`src/rtl/addsub_pkg.sv`:
```
package addsub_pkg;

    typedef enum logic {
        MODE_ADD = 1'b0,
        MODE_SUB = 1'b1
    } addsub_mode_e;

    typedef struct packed {
        logic sum;
        logic carry;
    } slice_out_t;

    typedef struct packed {
        logic sel1;
        logic sel0;
    } const_sel_t;

    // Pick one of four bits: sel0 inside a pair, sel1 across the pairs.
    function automatic logic pick4(input const_sel_t sel,
                                   input logic b0, input logic b1,
                                   input logic b2, input logic b3);
        logic lo_pair;
        logic hi_pair;
        lo_pair = sel.sel0 ? b1 : b0;
        hi_pair = sel.sel0 ? b3 : b2;
        return sel.sel1 ? hi_pair : lo_pair;
    endfunction

endpackage

```
`src/rtl/const_select.sv`:
```
module const_select
    import addsub_pkg::*;
#(
    parameter int          W  = 16,
    parameter logic [W-1:0] K0 = '0,
    parameter logic [W-1:0] K1 = '0,
    parameter logic [W-1:0] K2 = '0,
    parameter logic [W-1:0] K3 = '0
) (
    input  const_sel_t     sel_i,
    output logic [W-1:0]   kbits_o
);

    for (genvar i = 0; i < W; i++) begin : g_bit
        always_comb begin
            kbits_o[i] = pick4(sel_i, K0[i], K1[i], K2[i], K3[i]);
        end
    end

endmodule

```
`src/rtl/addsub_slice.sv`:
```
module addsub_slice
    import addsub_pkg::*;
(
    input  logic        opd_bit_i,
    input  logic        k_bit_i,
    input  addsub_mode_e mode_i,
    input  logic        cin_i,
    output slice_out_t  out_o
);

    logic k_eff;
    logic prop;

    always_comb begin
        k_eff       = k_bit_i ^ (mode_i == MODE_SUB);
        prop        = opd_bit_i ^ k_eff;
        out_o.sum   = prop ^ cin_i;
        out_o.carry = prop ? cin_i : opd_bit_i;
    end

endmodule

```
`src/rtl/addsub_const4.sv`:
```
module addsub_const4
    import addsub_pkg::*;
#(
    parameter int          W  = 16,
    parameter logic [W-1:0] K0 = 16'h0000,
    parameter logic [W-1:0] K1 = 16'hFFFF,
    parameter logic [W-1:0] K2 = 16'h8000,
    parameter logic [W-1:0] K3 = 16'h1234
) (
    input  logic [W-1:0] opd_i,
    input  logic         sub_i,
    input  logic         sel0_i,
    input  logic         sel1_i,
    output logic [W-1:0] res_o,
    output logic         cout_o
);

    localparam int CW = W + 1;

    const_sel_t   sel;
    addsub_mode_e mode;
    logic [W-1:0] kbits;
    logic [CW-1:0] carry;
    slice_out_t   slice_out [W];

    always_comb begin
        sel.sel0 = sel0_i;
        sel.sel1 = sel1_i;
        mode     = sub_i ? MODE_SUB : MODE_ADD;
        carry[0] = sub_i;
    end

    const_select #(
        .W (W), .K0(K0), .K1(K1), .K2(K2), .K3(K3)
    ) u_sel (
        .sel_i   (sel),
        .kbits_o (kbits)
    );

    for (genvar i = 0; i < W; i++) begin : g_slice
        addsub_slice u_slice (
            .opd_bit_i (opd_i[i]),
            .k_bit_i   (kbits[i]),
            .mode_i    (mode),
            .cin_i     (carry[i]),
            .out_o     (slice_out[i])
        );
        always_comb begin
            res_o[i]   = slice_out[i].sum;
            carry[i+1] = slice_out[i].carry;
        end
    end

    assign cout_o = carry[W];

endmodule

```
`config.mk`:
```
export PLATFORM = sky130hd
export DESIGN_NAME = addsub_const4
export DESIGN_NICKNAME = d
export VERILOG_FILES = /design/src/rtl/addsub_pkg.sv /design/src/rtl/const_select.sv /design/src/rtl/addsub_slice.sv /design/src/rtl/addsub_const4.sv
export SDC_FILE = /design/constraint.sdc
export NUM_CORES = 1
export LEC_CHECK = 0
export CAP_MARGIN = 20
export CORE_MARGIN = 2
export CORE_UTILIZATION = 50
export DETAILED_ROUTE_END_ITERATION = 10
export DONT_BUFFER_PORTS = 1
export PLACE_DENSITY = 0.73
export SLEW_MARGIN = 20
export SYNTH_ARGS = -nofsm -noshare
export SYNTH_HDL_FRONTEND = slang
export SYNTH_SLANG_ARGS = --single-unit
```
`constraint.sdc`:
```
create_clock -name vclk -period 6.15
set_clock_uncertainty 0.2 [all_clocks]
set_input_delay 0.3075 -clock vclk [all_inputs]
set_output_delay 0.3075 -clock vclk [all_outputs]
set_load 0.05 [all_outputs]
```
==> metrics, run 1 <==
PwrDens 207 nW/µm²; PostCTS Resize Cnt 0; Crit. End Element primary output; port bufs 0; post-layout min period 3.97 ns; global placement routability congestion 0.842; std cell rows 14; Yosys top cell by area xnor2_1; cts hold-fix bufs 0; largest net degree at the start of global routing 17; Syn. warnings 0; startpoint types input port; Yosys cell types 35; Mapped Nets 143; NetSw 0.125 mW; status finished clean; die width 44.5 µm; layout cells sized above 1 0.0603; Reg power frac 0; Synth top area share 0.235; cell-internal power 0.0373 mW; vias 797; IO Count 36; DPL Wire Length 1380 µm; Tot GR Track Use 0.163; Final setup viols 0; first-pass GRT wire length 2650 µm; Worst VDD drop 0.0984 mV; Final Slew Violations 0; setup TNS 0 ns; CLK BUF 0; Mean Syn Cell Area 6.67 µm²; final net count 138; MaxCap Viol Count 0; Worst Hold Class in -> out; post-detailed-route wirelength per cell 13.1 µm; Worst-Margin Slew 1.11 ns; fillers 156; CP arrival 3.46 ns; register area 0 µm²; Critical Path Fanout Max 13; most frequent cells after synthesis xnor2_1 (22), a21oi_1 (11), nor2_1 (10); final wirelength 1730 µm; Finished Cell Area 785 µm²; WS Path Type in -> out; sequential area share after synthesis 0; vias in the first global route 657; Hold WS 0.692 ns; cells after synthesis 123; DR vias/cell 6.04; fmax 252 MHz; initial drt markers 21; P&R area growth vs syn -4.42%; post-route insts no fill 132; Post-DRT Antenna Nets 0; Pleak 0.267 nW; CORE AREA 1520 µm²; initial antenna violation count 0; Comb pwr share 1.000; GRT overflow 0; DRT Pass-1 Iters 4; final sequential cell count 0; Antenna Cells 0; fin crit share 0.645; Final Hold Fails 0; top cells by area, synth xnor2_1 (23%), a21oi_1 (6.7%), o211ai_1 (5.5%); worst rel slew slack 0.252; Setup Buffers After CTS 0; die area 1980 µm²; Initial Util 0.539; DRC Markers 0; mapped cell area 821 µm²; sw frac 0.770; Inst Count DP 132; part of the power in the clock network 0; critical path required time 5.64 ns; most instantiated library cell after synthesis xnor2_1; Die Span Y 44.5 µm; Placed Instance Area 785 µm²; RSZ-0062 raised after global routing false
## per-stage QoR
stage	total power, mW	setup WS [ns]	util
floorplan	0.160	2.66	-
global placement	0.161	2.27	0.515
detailed placement	0.162	2.19	0.515
CTS	0.163	2.18	0.515
global route	0.171	1.97	0.515
finish	0.162	2.18	0.515
## critical path: stages
cell and delay (ns):
inv_1 0.03, ha_1 0.43, nand2b_1 0.20, and2_1 0.35
o21a_1 0.22, o211ai_1 0.12, a221o_1 0.33, a21o_2 0.25
a41oi_1 0.23, nand3_1 0.11, xnor2_1 0.87
## placed cells by master (no fill, tap or decap), types with 3 or more instances in the layout
cell type,n
nand2_1,9
nor2_1,10
o21ai_0,5
xor2_1,5
o211ai_1,6
o21a_1,3
a21oi_1,11
and2_1,3
inv_1,6
o21ai_1,3
nand3_1,4
nand2b_1,3
nor3_1,5
xnor2_1,22
## per-layer routing
layer	wire length [µm]	track usage	up-vias
met4	0	0.0121	0
met5	0	0	-
met1	838	0.245	347
met3	135	0.0122	0
li1	-	-	419
met2	751	0.261	31
## logic make-up (layout without fill, tap and decap cells)
| logic type | Yosys count | after routing | synth area share |
|---|---|---|---|
| AO/OA/AOI/OAI | 40 | 40 | 0.326 |
| AND/OR/NAND/NOR | 39 | 39 | 0.227 |
| adder cells (fa/ha/maj) | 3 | 3 | 0.0427 |
| buffers and inverters | 13 | 6 | 0.0960 |
| XOR/XNOR | 28 | 28 | 0.308 |
## power by group through the flow
stage	combinational, mW	sequential (mW)	clock, mW
detailed placement	0.162	0	0
CTS	0.163	0	0
global placement	0.161	0	0
finish	0.162	0	0
floorplan	0.160	0	0
global route	0.171	0	0
## worst paths after layout
path / from / to / depth (start not counted)
setup / recovery: sel1_i / res_o[15] / 11
hold / removal: opd_i[5] / res_o[5] / 1
## area by class of cell
| cell class | instances | area [µm²] | share of cell area |
|---|---|---|---|
| multi-input cells | 110 | 742 | 0.946 |
| well taps | 16 | 20.0 | 0.0255 |
| inverters | 6 | 22.5 | 0.0287 |
(Power assumes the default switching activity.)
==> run 2: changes to the inputs <==
--- a/config.mk
+++ b/config.mk
@@ -5,6 +5,7 @@
 export SDC_FILE = /design/constraint.sdc
 export NUM_CORES = 1
 export LEC_CHECK = 0
+export ABC_AREA = 1
 export CAP_MARGIN = 20
 export CORE_MARGIN = 2
 export CORE_UTILIZATION = 50
==> constraint.sdc (replaced) <==
create_clock -name vclk -period 4
set_clock_uncertainty 0.2 [all_clocks]
set_input_delay 0.2 -clock vclk [all_inputs]
set_output_delay 0.2 -clock vclk [all_outputs]
set_load 0.05 [all_outputs]
==> run 2 against run 1 <==
- core utilization rose by 4.8 points
- cell count up 42%
- global-route usage fell by 0.61 points
- highest routed layer is now met4
==> metrics, run 2 <==
final net count 193; Yosys top cell by area nand2_1; vias in the first global route 696; layout cells sized above 1 0.123; die width 43.7 µm; most frequent cells after synthesis nand2_1 (81), inv_1 (30), nand3_1 (11), xor2_1 (11); vias 909; DPL Wire Length 1370 µm; commonest non-fill, non-tap cell in the layout nand2_1; critical path required time 3.60 ns; PwrDens 331 nW/µm²; initial antenna violation count 0; Worst-Margin Slew 1.08 ns; WS Path Type in -> out; post-layout min period 2.81 ns; PostCTS Resize Cnt 0; total power 0.277 mW; status finished clean; commonest cells after routing, fill and taps aside nand2_1 (81), inv_1 (30), xor2_1 (11), nand3_1 (11), buf_4 (6); fillers 157; fin crit share 0.703; IO Count 36; top cells by area, synth nand2_1 (39%), inv_1 (14%), xor2_1 (12%); DR vias/cell 4.86; final wirelength 1550 µm; fmax 355 MHz; hold path start opd_i[15]; Initial Util 0.530; DRT Pass-1 Iters 4; Worst Hold Class in -> out; global placement routability congestion 0.828; DRC Markers 0; Mapped Nets 187; Die Span Y 43.7 µm; Mean Syn Cell Area 4.73 µm²; Setup Buffers After CTS 0; first-pass GRT wire length 2500 µm; Worst VDD drop 0.184 mV; sequential area share after synthesis 0; Syn. warnings 0; CORE AREA 1490 µm²; Synth top area share 0.385; Critical Path Fanout Max 13; Yosys cell types 18; post-detailed-route wirelength per cell 8.28 µm; Final setup viols 0; RSZ-0062 raised after global routing false; Crit. End Element primary output; setup TNS 0 ns; worst rel slew slack 0.272; mapped cell area 790 µm²; P&R area growth vs syn 6.18%; CP arrival 2.41 ns; most instantiated library cell after synthesis nand2_1; Final Hold Fails 0; startpoint types input port; Final Slew Violations 0; Tot GR Track Use 0.157; port bufs 0; Post-DRT Antenna Nets 0; initial drt markers 9; std cell rows 14; largest net degree at the start of global routing 14; Hold WS 0.531 ns; MaxCap Viol Count 0; CLK BUF 0; cells after synthesis 167; cts hold-fix bufs 0; final sequential cell count 0; die area 1910 µm²; Critical Path Sink res_o[15]; Worst Setup SP sel1_i; GRT overflow 0; Pleak 0.602 nW; register area 0 µm²; Antenna Cells 0
==> run 2: per-stage QoR <==
step / std cells / util / instance area [µm²] / worst slack, ns
final: 187 / 0.563 / 838 / 1.19
after global placement: 187 / 0.563 / 838 / 1.24
after global routing: 187 / 0.563 / 838 / 0.867
after detailed placement: 187 / 0.563 / 838 / 1.17
after CTS: 187 / 0.563 / 838 / 1.17
after floorplan: 167 / - / 790 / 1.31
==> run 2: where the power goes <==
group          internal, mW  switching, mW  leakage [nW]  total [mW]
sequential                0              0             0           0
combinational        0.0657          0.211         0.602       0.277
clock                     0              0             0           0
==> run 2: how the worst min path moves through the flow <==
stage               end  slack, ns  depth (start not counted)
2_1_floorplan  res_o[1]       0.52                          2
5_1_grt          cout_o       0.54                          2
4_1_cts          cout_o       0.53                          2
3_3_place_gp   res_o[1]       0.52                          2
6_report         cout_o       0.53                          2
3_5_place_dp   res_o[1]       0.53                          2
==> run 2: cells by family (layout without fill, tap and decap cells) <==
| group | Yosys count | after routing | share of synthesized area |
|---|---|---|---|
| AOI/OAI and AO/OA | 5 | 5 | 0.0349 |
| xor gates and xnor gates | 14 | 14 | 0.155 |
| buffers and inverters | 34 | 38 | 0.173 |
| adders and majority gates | 1 | 1 | 0.0158 |
| and+or+nand+nor | 113 | 113 | 0.621 |
==> run 2: routing by layer <==
layer	vias up	wire length, µm	global-route usage
li1	504	-	-
met1	380	691	0.200
met2	23	750	0.291
met3	2	99	0.0167
met4	0	7	0.0121
met5	-	0	0
==> run 2: critical path, stage by stage <==
cell	delay, ns
inv_1	0.02
ha_1	0.22
nand2_2	0.13
inv_2	0.04
nor2_2	0.33
nand2_1	0.19
nand2_1	0.09
inv_1	0.04
nand2_1	0.05
nand2_1	0.04
nand2_1	0.05
nand2_1	0.04
nand2_1	0.05
nand2_1	0.05
nand2_1	0.05
nand2_1	0.06
nand2_1	0.09
nand2_2	0.06
nand2_2	0.07
nand3_2	0.06
nand2_1	0.08
nand2_1	0.05
nand2_1	0.35
==> run 2: layout make-up <==
type | instances | area (µm²) | area share
inverter | 32 | 120 | 0.143
multi-input combinational | 133 | 653 | 0.779
timing repair buffer | 6 | 45.0 | 0.0537
tap | 16 | 20.0 | 0.0239
